**config.mk**
```make
export PLATFORM = sky130hd
export DESIGN_NAME = uart_tx_core
export DESIGN_NICKNAME = d
export VERILOG_FILES = /design/src/rtl/uart_tx_pkg.sv /design/src/rtl/uart_tx_baud.sv /design/src/rtl/uart_tx_fifo.sv /design/src/rtl/uart_tx_framer.sv /design/src/rtl/uart_tx_core.sv
export SDC_FILE = /design/constraint.sdc
export NUM_CORES = 1
export LEC_CHECK = 0
export BUFFER_PORTS_ARGS = -buffer_cell sky130_fd_sc_hd__buf_2
export CORE_UTILIZATION = 31
export DETAILED_ROUTE_END_ITERATION = 10
export SYNTH_ARGS = -nofsm -noshare
export SYNTH_HDL_FRONTEND = slang
export SYNTH_SLANG_ARGS = --single-unit
```
**constraint.sdc**
```tcl
create_clock -name clk -period 4.4 [get_ports clk]
set_input_delay 0.88 -clock clk [delete_from_list [all_inputs] [get_ports clk]]
set_output_delay 0.88 -clock clk [all_outputs]
set_load 0.01 [all_outputs]
```
**src/rtl/uart_tx_pkg.sv**
```systemverilog
package uart_tx_pkg;

  localparam int OVS = 16;

  typedef enum logic [2:0] {
    ST_IDLE,
    ST_START,
    ST_DATA,
    ST_PAR,
    ST_STOP
  } tx_state_e;

  // Stop period length in oversampling ticks.
  function automatic logic [5:0] stop_ticks(input logic [1:0] sel);
    case (sel)
      2'd0:    return 6'd16;
      2'd1:    return 6'd24;
      default: return 6'd32;
    endcase
  endfunction

  // Number of data bits per character.
  function automatic logic [3:0] data_bits(input logic [1:0] len);
    return 4'd5 + {2'b00, len};
  endfunction

  // Parity over the active data bits; odd = 1 inverts the even result.
  function automatic logic parity_of(input logic [7:0] d, input logic [1:0] len,
                                     input logic odd);
    logic p;
    p = odd;
    for (int i = 0; i < 8; i++) begin
      if (i < int'(data_bits(len))) p = p ^ d[i];
    end
    return p;
  endfunction

endpackage

```
**src/rtl/uart_tx_baud.sv**
```systemverilog
module uart_tx_baud #(
  parameter int DIV_W = 16
) (
  input  logic             clk,
  input  logic             rst_n,
  input  logic [DIV_W-1:0] divisor,
  output logic             tick
);
  logic [DIV_W-1:0] cnt;
  logic [DIV_W-1:0] limit;

  assign limit = (divisor == '0) ? '0 : divisor - 1'b1;
  assign tick  = (cnt >= limit);

  always_ff @(posedge clk or negedge rst_n) begin
    if (!rst_n)    cnt <= '0;
    else if (tick) cnt <= '0;
    else           cnt <= cnt + 1'b1;
  end
endmodule

```
**src/rtl/uart_tx_fifo.sv**
```systemverilog
module uart_tx_fifo #(
  parameter int DEPTH = 16,
  parameter int W     = 8,
  localparam int AW   = $clog2(DEPTH),
  localparam int LW   = $clog2(DEPTH + 1)
) (
  input  logic          clk,
  input  logic          rst_n,
  input  logic          wr_en,
  input  logic [W-1:0]  wr_data,
  input  logic          rd_en,
  output logic [W-1:0]  rd_data,
  output logic [LW-1:0] level,
  output logic          full,
  output logic          empty
);
  logic [W-1:0]  mem [DEPTH];
  logic [AW-1:0] wptr, rptr;
  logic          do_wr, do_rd;

  assign full    = (level == LW'(DEPTH));
  assign empty   = (level == '0);
  assign do_wr   = wr_en && !full;
  assign do_rd   = rd_en && !empty;
  assign rd_data = mem[rptr];

  always_ff @(posedge clk) begin
    if (do_wr) mem[wptr] <= wr_data;
  end

  always_ff @(posedge clk or negedge rst_n) begin
    if (!rst_n) begin
      wptr  <= '0;
      rptr  <= '0;
      level <= '0;
    end else begin
      if (do_wr) wptr <= (wptr == AW'(DEPTH - 1)) ? '0 : wptr + 1'b1;
      if (do_rd) rptr <= (rptr == AW'(DEPTH - 1)) ? '0 : rptr + 1'b1;
      case ({do_wr, do_rd})
        2'b10:   level <= level + 1'b1;
        2'b01:   level <= level - 1'b1;
        default: level <= level;
      endcase
    end
  end
endmodule

```
**src/rtl/uart_tx_framer.sv**
```systemverilog
module uart_tx_framer
  import uart_tx_pkg::*;
(
  input  logic       clk,
  input  logic       rst_n,
  input  logic       tick,
  input  logic       can_go,
  input  logic [7:0] head,
  input  logic [1:0] cfg_len,
  input  logic       cfg_par_en,
  input  logic       cfg_par_odd,
  input  logic [1:0] cfg_stop,
  output logic       pop,
  output logic       line,
  output logic       busy
);
  tx_state_e  state;
  logic [5:0] cnt;
  logic [3:0] sent;
  logic [3:0] nbits_q;
  logic [7:0] shreg;
  logic       par_en_q, par_bit_q;
  logic [5:0] stop_q;
  logic       bit_end, stop_end;

  assign bit_end  = (cnt == 6'(OVS - 1));
  assign stop_end = (cnt == stop_q - 6'd1);
  assign pop      = tick && can_go &&
                    ((state == ST_IDLE) || (state == ST_STOP && stop_end));
  assign busy     = (state != ST_IDLE);

  always_ff @(posedge clk or negedge rst_n) begin
    if (!rst_n) begin
      state     <= ST_IDLE;
      cnt       <= '0;
      sent      <= '0;
      nbits_q   <= 4'd8;
      shreg     <= '0;
      par_en_q  <= 1'b0;
      par_bit_q <= 1'b0;
      stop_q    <= 6'd16;
      line      <= 1'b1;
    end else if (pop) begin
      state     <= ST_START;
      cnt       <= '0;
      sent      <= '0;
      line      <= 1'b0;
      shreg     <= head;
      nbits_q   <= data_bits(cfg_len);
      par_en_q  <= cfg_par_en;
      par_bit_q <= parity_of(head, cfg_len, cfg_par_odd);
      stop_q    <= stop_ticks(cfg_stop);
    end else if (tick) begin
      case (state)
        ST_START: begin
          if (bit_end) begin
            state <= ST_DATA;
            cnt   <= '0;
            line  <= shreg[0];
            shreg <= shreg >> 1;
            sent  <= 4'd1;
          end else cnt <= cnt + 1'b1;
        end
        ST_DATA: begin
          if (bit_end) begin
            cnt <= '0;
            if (sent == nbits_q) begin
              state <= par_en_q ? ST_PAR : ST_STOP;
              line  <= par_en_q ? par_bit_q : 1'b1;
            end else begin
              line  <= shreg[0];
              shreg <= shreg >> 1;
              sent  <= sent + 1'b1;
            end
          end else cnt <= cnt + 1'b1;
        end
        ST_PAR: begin
          if (bit_end) begin
            state <= ST_STOP;
            cnt   <= '0;
            line  <= 1'b1;
          end else cnt <= cnt + 1'b1;
        end
        ST_STOP: begin
          if (stop_end) begin
            state <= ST_IDLE;
            cnt   <= '0;
          end else cnt <= cnt + 1'b1;
        end
        default: cnt <= '0;
      endcase
    end
  end
endmodule

```
**src/rtl/uart_tx_core.sv**
```systemverilog
module uart_tx_core
  import uart_tx_pkg::*;
#(
  parameter int DEPTH = 16,
  parameter int DIV_W = 16,
  localparam int LW   = $clog2(DEPTH + 1)
) (
  input  logic             clk,
  input  logic             rst_n,
  input  logic [DIV_W-1:0] cfg_divisor,
  input  logic [1:0]       cfg_data_len,
  input  logic             cfg_parity_en,
  input  logic             cfg_parity_odd,
  input  logic [1:0]       cfg_stop_sel,
  input  logic             cfg_break,
  input  logic             cfg_flow_en,
  input  logic             cfg_thre_ie,
  input  logic             cts,
  input  logic             wr_valid,
  input  logic [7:0]       wr_data,
  output logic             fifo_full,
  output logic             fifo_empty,
  output logic [LW-1:0]    fifo_level,
  output logic             txd,
  output logic             thre_irq
);
  // Internal events exposed for the checker.
  logic       baud_tick;
  logic       pop_evt;
  logic       frame_busy;
  logic       start_ok;
  logic       line_bit;
  logic [7:0] head_byte;

  assign start_ok = !fifo_empty && !cfg_break && (!cfg_flow_en || cts);

  uart_tx_baud #(.DIV_W(DIV_W)) u_baud (
    .clk     (clk),
    .rst_n   (rst_n),
    .divisor (cfg_divisor),
    .tick    (baud_tick)
  );

  uart_tx_fifo #(.DEPTH(DEPTH), .W(8)) u_fifo (
    .clk     (clk),
    .rst_n   (rst_n),
    .wr_en   (wr_valid),
    .wr_data (wr_data),
    .rd_en   (pop_evt),
    .rd_data (head_byte),
    .level   (fifo_level),
    .full    (fifo_full),
    .empty   (fifo_empty)
  );

  uart_tx_framer u_framer (
    .clk         (clk),
    .rst_n       (rst_n),
    .tick        (baud_tick),
    .can_go      (start_ok),
    .head        (head_byte),
    .cfg_len     (cfg_data_len),
    .cfg_par_en  (cfg_parity_en),
    .cfg_par_odd (cfg_parity_odd),
    .cfg_stop    (cfg_stop_sel),
    .pop         (pop_evt),
    .line        (line_bit),
    .busy        (frame_busy)
  );

  assign txd      = line_bit && !cfg_break;
  assign thre_irq = cfg_thre_ie && fifo_empty;
endmodule

```
==> results.txt, run 1 <==
status = finished, violations left
failing checks = setup timing
final worst path period need = 4.43 ns
die area = 29700 um^2
Via Count = 5489
CP arrival = 4.74 ns
Total Power = 5.53 mW
min-delay worst type = in -> async
Clock Latency Late Sink = 0.44 ns
Max Freq = 226 MHz
first-pass GRT wire length = 29800 um
final core occ = 38.2%
initial antenna violation count = 0
Yosys reg bits = 188
CP startpoint kind = primary input
required time of the critical path = 4.71 ns
final wirelength = 18400 um
CTS tree = yes
drt drc = 0
vias per cell = 4.74
Worst Path Max Fanout = 3
vias in the first global route = 5538
Reg2Reg Setup Slack = 0.86 ns
Clk pin slew, worst setup/hold paths = 0.07 ns
commonest non-fill, non-tap cells in the layout = 128 x edfxtp_1, 58 x nand2_1, 57 x buf_4
top post-synthesis cells by area = edfxtp_1 43%, dfrtp_1 16%, mux4_2 8.0%
Rel. slew slack = 32.8%
Post-synth EDFFs = 128
Port Buffers = 45
clock root buffer = clkbuf_16
P_leak = 4.20 nW
pwr/cell area = 514 nW/um^2
leading cell type in the layout, fill and taps excluded = edfxtp_1
dpl ws = -0.772 ns
Hold WS = 0.493 ns
gr ovfl total = 0
asr flop ratio synth = 31.9%
Setup Viol. Count Final = 1
Layout Skew = 0.0150 ns
mux contribution to synthesized area = 10.7%
Initial DRC Count = 259
Detailed Place HPWL = 12600 um
Antenna diodes = 0
cell taking the most area after synthesis = edfxtp_1
post-route ant nets = 0
nets = 837
post-synthesis sequential area ratio = 59.5%
die width = 172 um
Die Y = 172 um
largest net degree at the start of global routing = 39
placed cell area = 9970 um^2
cell area after synthesis = 8990 um^2
Final Hold Fails = 0
main combinational cell family by area after synthesis = multiplexers
max-cap viol count = 0
H-tree depth = 4
Num CTS Buffers = 17
first drt pass iteration count = 4
Avg Cell Area, Syn = 13.4 um^2
crit path capture type = register
R2R Path End = u_fifo.level[4]
Synth top area share = 42.8%
Starting Density = 31.9%
Rows = 61
Mapped Nets = 743
YS warnings = 0
Fillers = 2661
Final period util = 101%
Synth Area in Adders = 4.73%
RR Startpoint = u_framer.stop_q[4]
CTS sink count = 188
area delta synth->final = 19.6%
Setup CP Type = in -> reg
max-slew violation count = 0
Top-Level Pins = 46
Simple-Gate Fraction of Synth Area = 10.2%
worst setup margin = -0.0286 ns
Hold-fix buffers, CTS = 0
top_reg_cell synth = edfxtp_1
worst-margin pin slew = 1.00 ns
area of the core = 28200 um^2
post-synthesis compound-gate area fraction = 7.25%
Tot GR Track Use = 13.2%
Mapped Cells = 672
worst r2r path cells = 19
unrepaired setup endpoints after global routing = true
layout cell share with drive strength beyond 1 = 25.5%
Final GP Congestion = 0.756
drt wl/cell = 15.9 um
Worst VDD drop = 275 uV
design area = 10800 um^2
clock buffer depth = 2
XOR/XNOR Fraction of Synth Area = 5.05%
count of different cell masters after synthesis = 55
==> cell families (layout without fill, tap and decap cells) <==
kind of cell / count (synthesis) / count (layout)
XOR/XNOR: 51 / 51
AND/OR/NAND/NOR: 195 / 195
multiplexers: 52 / 52
flip-flops: 188 / 188
adder cells (fa/ha/maj): 34 / 34
AO/OA/AOI/OAI: 103 / 103
buffers and inverters: 49 / 156
==> flip-flops by register name, indices dropped and copies added, names as in the netlist <==
| signal | cells |
|---|---|
| u_baud.cnt | 16 |
| u_fifo.level | 5 |
| u_fifo.mem | 128 |
| u_fifo.rptr | 4 |
| u_fifo.wptr | 4 |
| u_framer.cnt | 6 |
| u_framer.line | 1 |
| u_framer.nbits_q | 4 |
| u_framer.par_bit_q | 1 |
| u_framer.par_en_q | 1 |
| u_framer.sent | 4 |
| u_framer.shreg | 8 |
| u_framer.state | 3 |
| u_framer.stop_q | 3 |
==> cell usage after synthesis (10+ instances only) <==
cell and instances:
a21oi_1 30, ha_1 34, inv_1 16, clkbuf_1 13, xor2_1 32, dfrtp_1 57, nor2_1 53, mux4_2 32
xnor2_1 18, nor3_1 10, nand3_1 24, edfxtp_1 128, nand2_1 61, o21ai_1 17
==> repair_timing <==
| item | in CTS | in global routing |
|---|---|---|
| setup buffers | 9 | 6 |
| cloned | 0 | 1 |
| endpoints found under the setup margin | 4 | 12 |
| resized for setup | 4 | 6 |
| pin swaps | 14 | 2 |
==> cell type report <==
| type | count | area (um^2) | share of cell area, % |
|---|---|---|---|
| Inverter | 19 | 71.3 | 0.663 |
| Clock inverter | 15 | 189 | 1.76 |
| Timing Repair Buffer | 105 | 716 | 6.66 |
| Sequential cell | 188 | 5350 | 49.8 |
| Clock buffer | 17 | 425 | 3.96 |
| Tap cell | 378 | 473 | 4.40 |
| Multi-Input combinational cell | 435 | 3530 | 32.8 |
==> worst max-delay path, stage by stage <==
cell,delay (ns)
buf_6,0.09
or4_4,0.55
nor4_4,0.17
nand2b_1,0.13
nor2_2,0.16
buf_6,0.13
a21oi_2,0.04
ha_1,0.26
nand2b_4,0.14
a21oi_2,0.11
o21ai_1,0.09
a31oi_1,0.16
o211ai_1,0.15
a311o_1,0.35
nand2_2,0.10
inv_2,0.05
ha_4,0.15
xor2_1,0.14
ha_2,0.20
o21ai_2,0.10
a21oi_1,0.07
a21oi_1,0.17
xor2_1,0.16
nor2_1,0.06
xor2_1,0.14
==> how the worst max path moves through the flow <==
stage,from,end,slack (ns),depth (start not counted)
after floorplan,cfg_divisor[8],u_fifo.level[4],-0.69,26
after global placement,cfg_divisor[8],u_fifo.level[4],-0.74,24
after detailed placement,cfg_divisor[8],u_fifo.level[4],-0.77,24
after CTS,cfg_divisor[6],u_fifo.level[4],0.002,24
after global routing,cfg_divisor[6],u_fifo.level[4],-0.32,25
final,cfg_divisor[6],u_fifo.level[4],-0.03,25
==> power breakdown <==
part	total, mW	switching, mW	leakage, nW	internal [mW]
combinational	1.51	0.769	1.99	0.745
clock	1.54	0.760	0.297	0.776
sequential	2.48	0.300	1.92	2.18
==> layer usage <==
layer	up-vias	routed length, um	GRT usage [%]
met5	-	0	0
met4	0	182	3.31
met3	12	494	2.40
met2	82	9120	21.9
met1	2700	8610	17.6
li1	2695	-	-
==> stage by stage <==
stage	instances	setup TNS, ns
after detailed placement	1112	-5.14
final	1157	-0.0286
after floorplan	672	-1.72
after global routing	1157	-0.470
after CTS	1153	0
after global placement	1112	-4.05
Note: power is estimated with default switching activity, not from simulation.
==> run 2, diff against run 1 <==
Settings changed: SKIP_LAST_GASP from default to 1, SYNTH_HIERARCHICAL from default to 1.
==> run 2 against run 1 <==
Net effect:
- the run now ends clean
- global-route usage is 0.14 points lower
- via count is 1.9% higher
- register-to-register slack better by 0.45 ns
- clock power hardly changed
- final area is 1.9% lower
- synthesized cell count is 2.8% higher
- combinational power is 59% lower
- worst setup slack better by 0.34 ns
- routed wire length is 2.4% higher
- cell count is 0.35% higher
- utilization is 1.5 points lower
==> results.txt, run 2 <==
status = completed
Final period util = 93.0%
Largest register FFs = 128
Final Instance Count excl. Fillers = 1161
nets = 836
Rows = 62
max-slew violation count = 0
Clock Latency Late Sink = 0.44 ns
first drt pass iteration count = 5
CTS sink count = 188
area delta synth->final = 16.3%
Num CTS Buffers = 17
Starting Density = 31.5%
Worst Path Max Fanout = 6
Initial DRC Count = 378
CP arrival = 4.41 ns
Sequential Area = 5350 um^2
vias per cell = 4.82
Fin Setup TNS = 0 ns
max incr delay on CP = 0.36 ns
post-route ant nets = 0
Buf+Inv Stages, Crit Path = 2
final worst path period need = 4.09 ns
H-tree depth = 4
Worst VDD drop = 286 uV
first-pass GRT wire length = 30100 um
Die Y = 173 um
max-cap viol count = 0
Detailed Place HPWL = 12900 um
Worst Hold End = u_framer/nbits_q[3]
drt drc = 0
Total Power = 4.34 mW
YS warnings = 6
crit path capture type = register
RR Startpoint = u_baud/cnt[0]
Port Buffers = 45
Largest Register = u_fifo/mem
family with the most delay on the worst path = simple AND/OR/NAND/NOR gates
drt wl/cell = 16.2 um
hold path depth = 2
die area = 30000 um^2
post-CTS resize count = 0
M3 GR Usage = 2.77%
Setup Viol. Count Final = 0
die width = 173 um
Avg Cell Area, Syn = 13.1 um^2
min-delay worst type = reg -> reg
Fillers = 2750
CTS tree = yes
Clk pin slew, worst setup/hold paths = 0.07 ns
CP startpoint kind = primary input
required time of the critical path = 4.72 ns
pwr/cell area = 412 nW/um^2
vias in the first global route = 5555
P_leak = 3.97 nW
Reg2Reg Setup Slack = 1.31 ns
busiest layer in global routing = met2
Top-Level Pins = 46
Setup CP Type = in -> reg
Via Count = 5593
initial antenna violation count = 0
critical path, cell by cell = buf_2 -> nor4_4 -> nand2_1 -> nor3_2 -> nand4b_1 -> and2_1 -> ha_1 -> nand2b_1 -> a2111o_1 -> nand3_1 -> nand3_2 -> nand3_2 -> a21o_1 -> inv_2 -> o21a_4 -> ha_4 -> fa_2 -> a21o_1 -> a21oi_2 -> mux2i_1 -> xnor2_1
Layout Skew = 0.0124 ns
final wirelength = 18900 um
worst-margin pin slew = 0.868 ns
largest net degree at the start of global routing = 34
met1 Track Usage GR = 17.9%
area of the core = 28800 um^2
Post-Place Cells = 1129
CP max-delay cell = a2111o_1
Mapped Nets = 763
top flop regs = u_fifo/mem (128), u_baud/cnt (16), u_framer/shreg (8)
Max Freq = 245 MHz
Tot GR Track Use = 13.0%
gr ovfl total = 0
commonest non-fill, non-tap cells in the layout = 128 x edfxtp_1, 62 x nand2_1, 55 x dfrtp_1
layout cell share with drive strength beyond 1 = 21.9%
Rel. slew slack = 41.9%
Hold Crit Start = u_framer/nbits_q[3]
clock root buffer = clkbuf_16
Mapped Cells = 691
Antenna diodes = 0
leading cell type in the layout, fill and taps excluded = edfxtp_1
area occupied by multi-input gates = 3510 um^2
Final Hold Fails = 0
Hold-fix buffers, CTS = 0
Global Route met2 Usage = 20.9%
clock buffer depth = 2
Final GP Congestion = 0.797
worst r2r path cells = 16
R2R Path End = u_fifo/level[4]
cell area after synthesis = 9070 um^2
Post-CTS Setup Inserts = 0
==> run 2: final cells by class <==
| type | count | share of cell area (%) |
|---|---|---|
| inverter | 31 | 1.10 |
| clock buffer | 18 | 4.07 |
| timing repair buffer | 83 | 4.84 |
| multi-input combinational | 443 | 33.3 |
| tap | 384 | 4.55 |
| sequential | 188 | 50.7 |
| clock inverter | 14 | 1.47 |
==> run 2: worst max-delay path by stage <==
stage,cells past startpoint,slack [ns],start,end
floorplan,22,-0.34,cfg_divisor[10],u_fifo/level[4]
global placement,21,-0.14,cfg_divisor[10],u_fifo/level[4]
detailed placement,21,-0.21,cfg_divisor[10],u_fifo/level[4]
CTS,21,0.24,cfg_divisor[10],u_fifo/level[4]
global route,21,-0.001,cfg_divisor[10],u_fifo/level[4]
finish,21,0.31,cfg_divisor[10],u_fifo/level[4]
==> run 2: worst register-to-register path, delay by kind of cell, from the launching register on <==
family	cells	cell delay (ns)
XOR/XNOR	1	0.09
AO/OA/AOI/OAI	5	0.88
adder cells (fa/ha/maj)	3	0.82
AND/OR/NAND/NOR	4	0.40
buffers and inverters	2	0.12
multiplexers	1	0.23
flip-flops	1	0.45
==> run 2: power breakdown <==
group          switching (mW)  internal, mW
Clock                   0.718         0.807
Combinational           0.350         0.267
Sequential              0.134          2.07
==> run 2: metrics by stage <==
stage               area [um^2]  utilization, %  setup slack [ns]  hold WS [ns]
floorplan                  9130               -            -0.335         0.441
global placement           9950            34.6            -0.138         0.453
detailed placement         9950            34.6            -0.214         0.463
CTS                       10500            36.6             0.237         0.473
global route              10600            36.7         -0.000984         0.511
finish                    10600            36.7             0.310         0.468
==> run 2: metal layers <==
metal / share of wire, % / vias to the layer above
met5: 0 / -
met4: 0.93 / 0
met3: 4.1 / 12
met2: 47 / 100
met1: 48 / 2772
li1: - / 2709
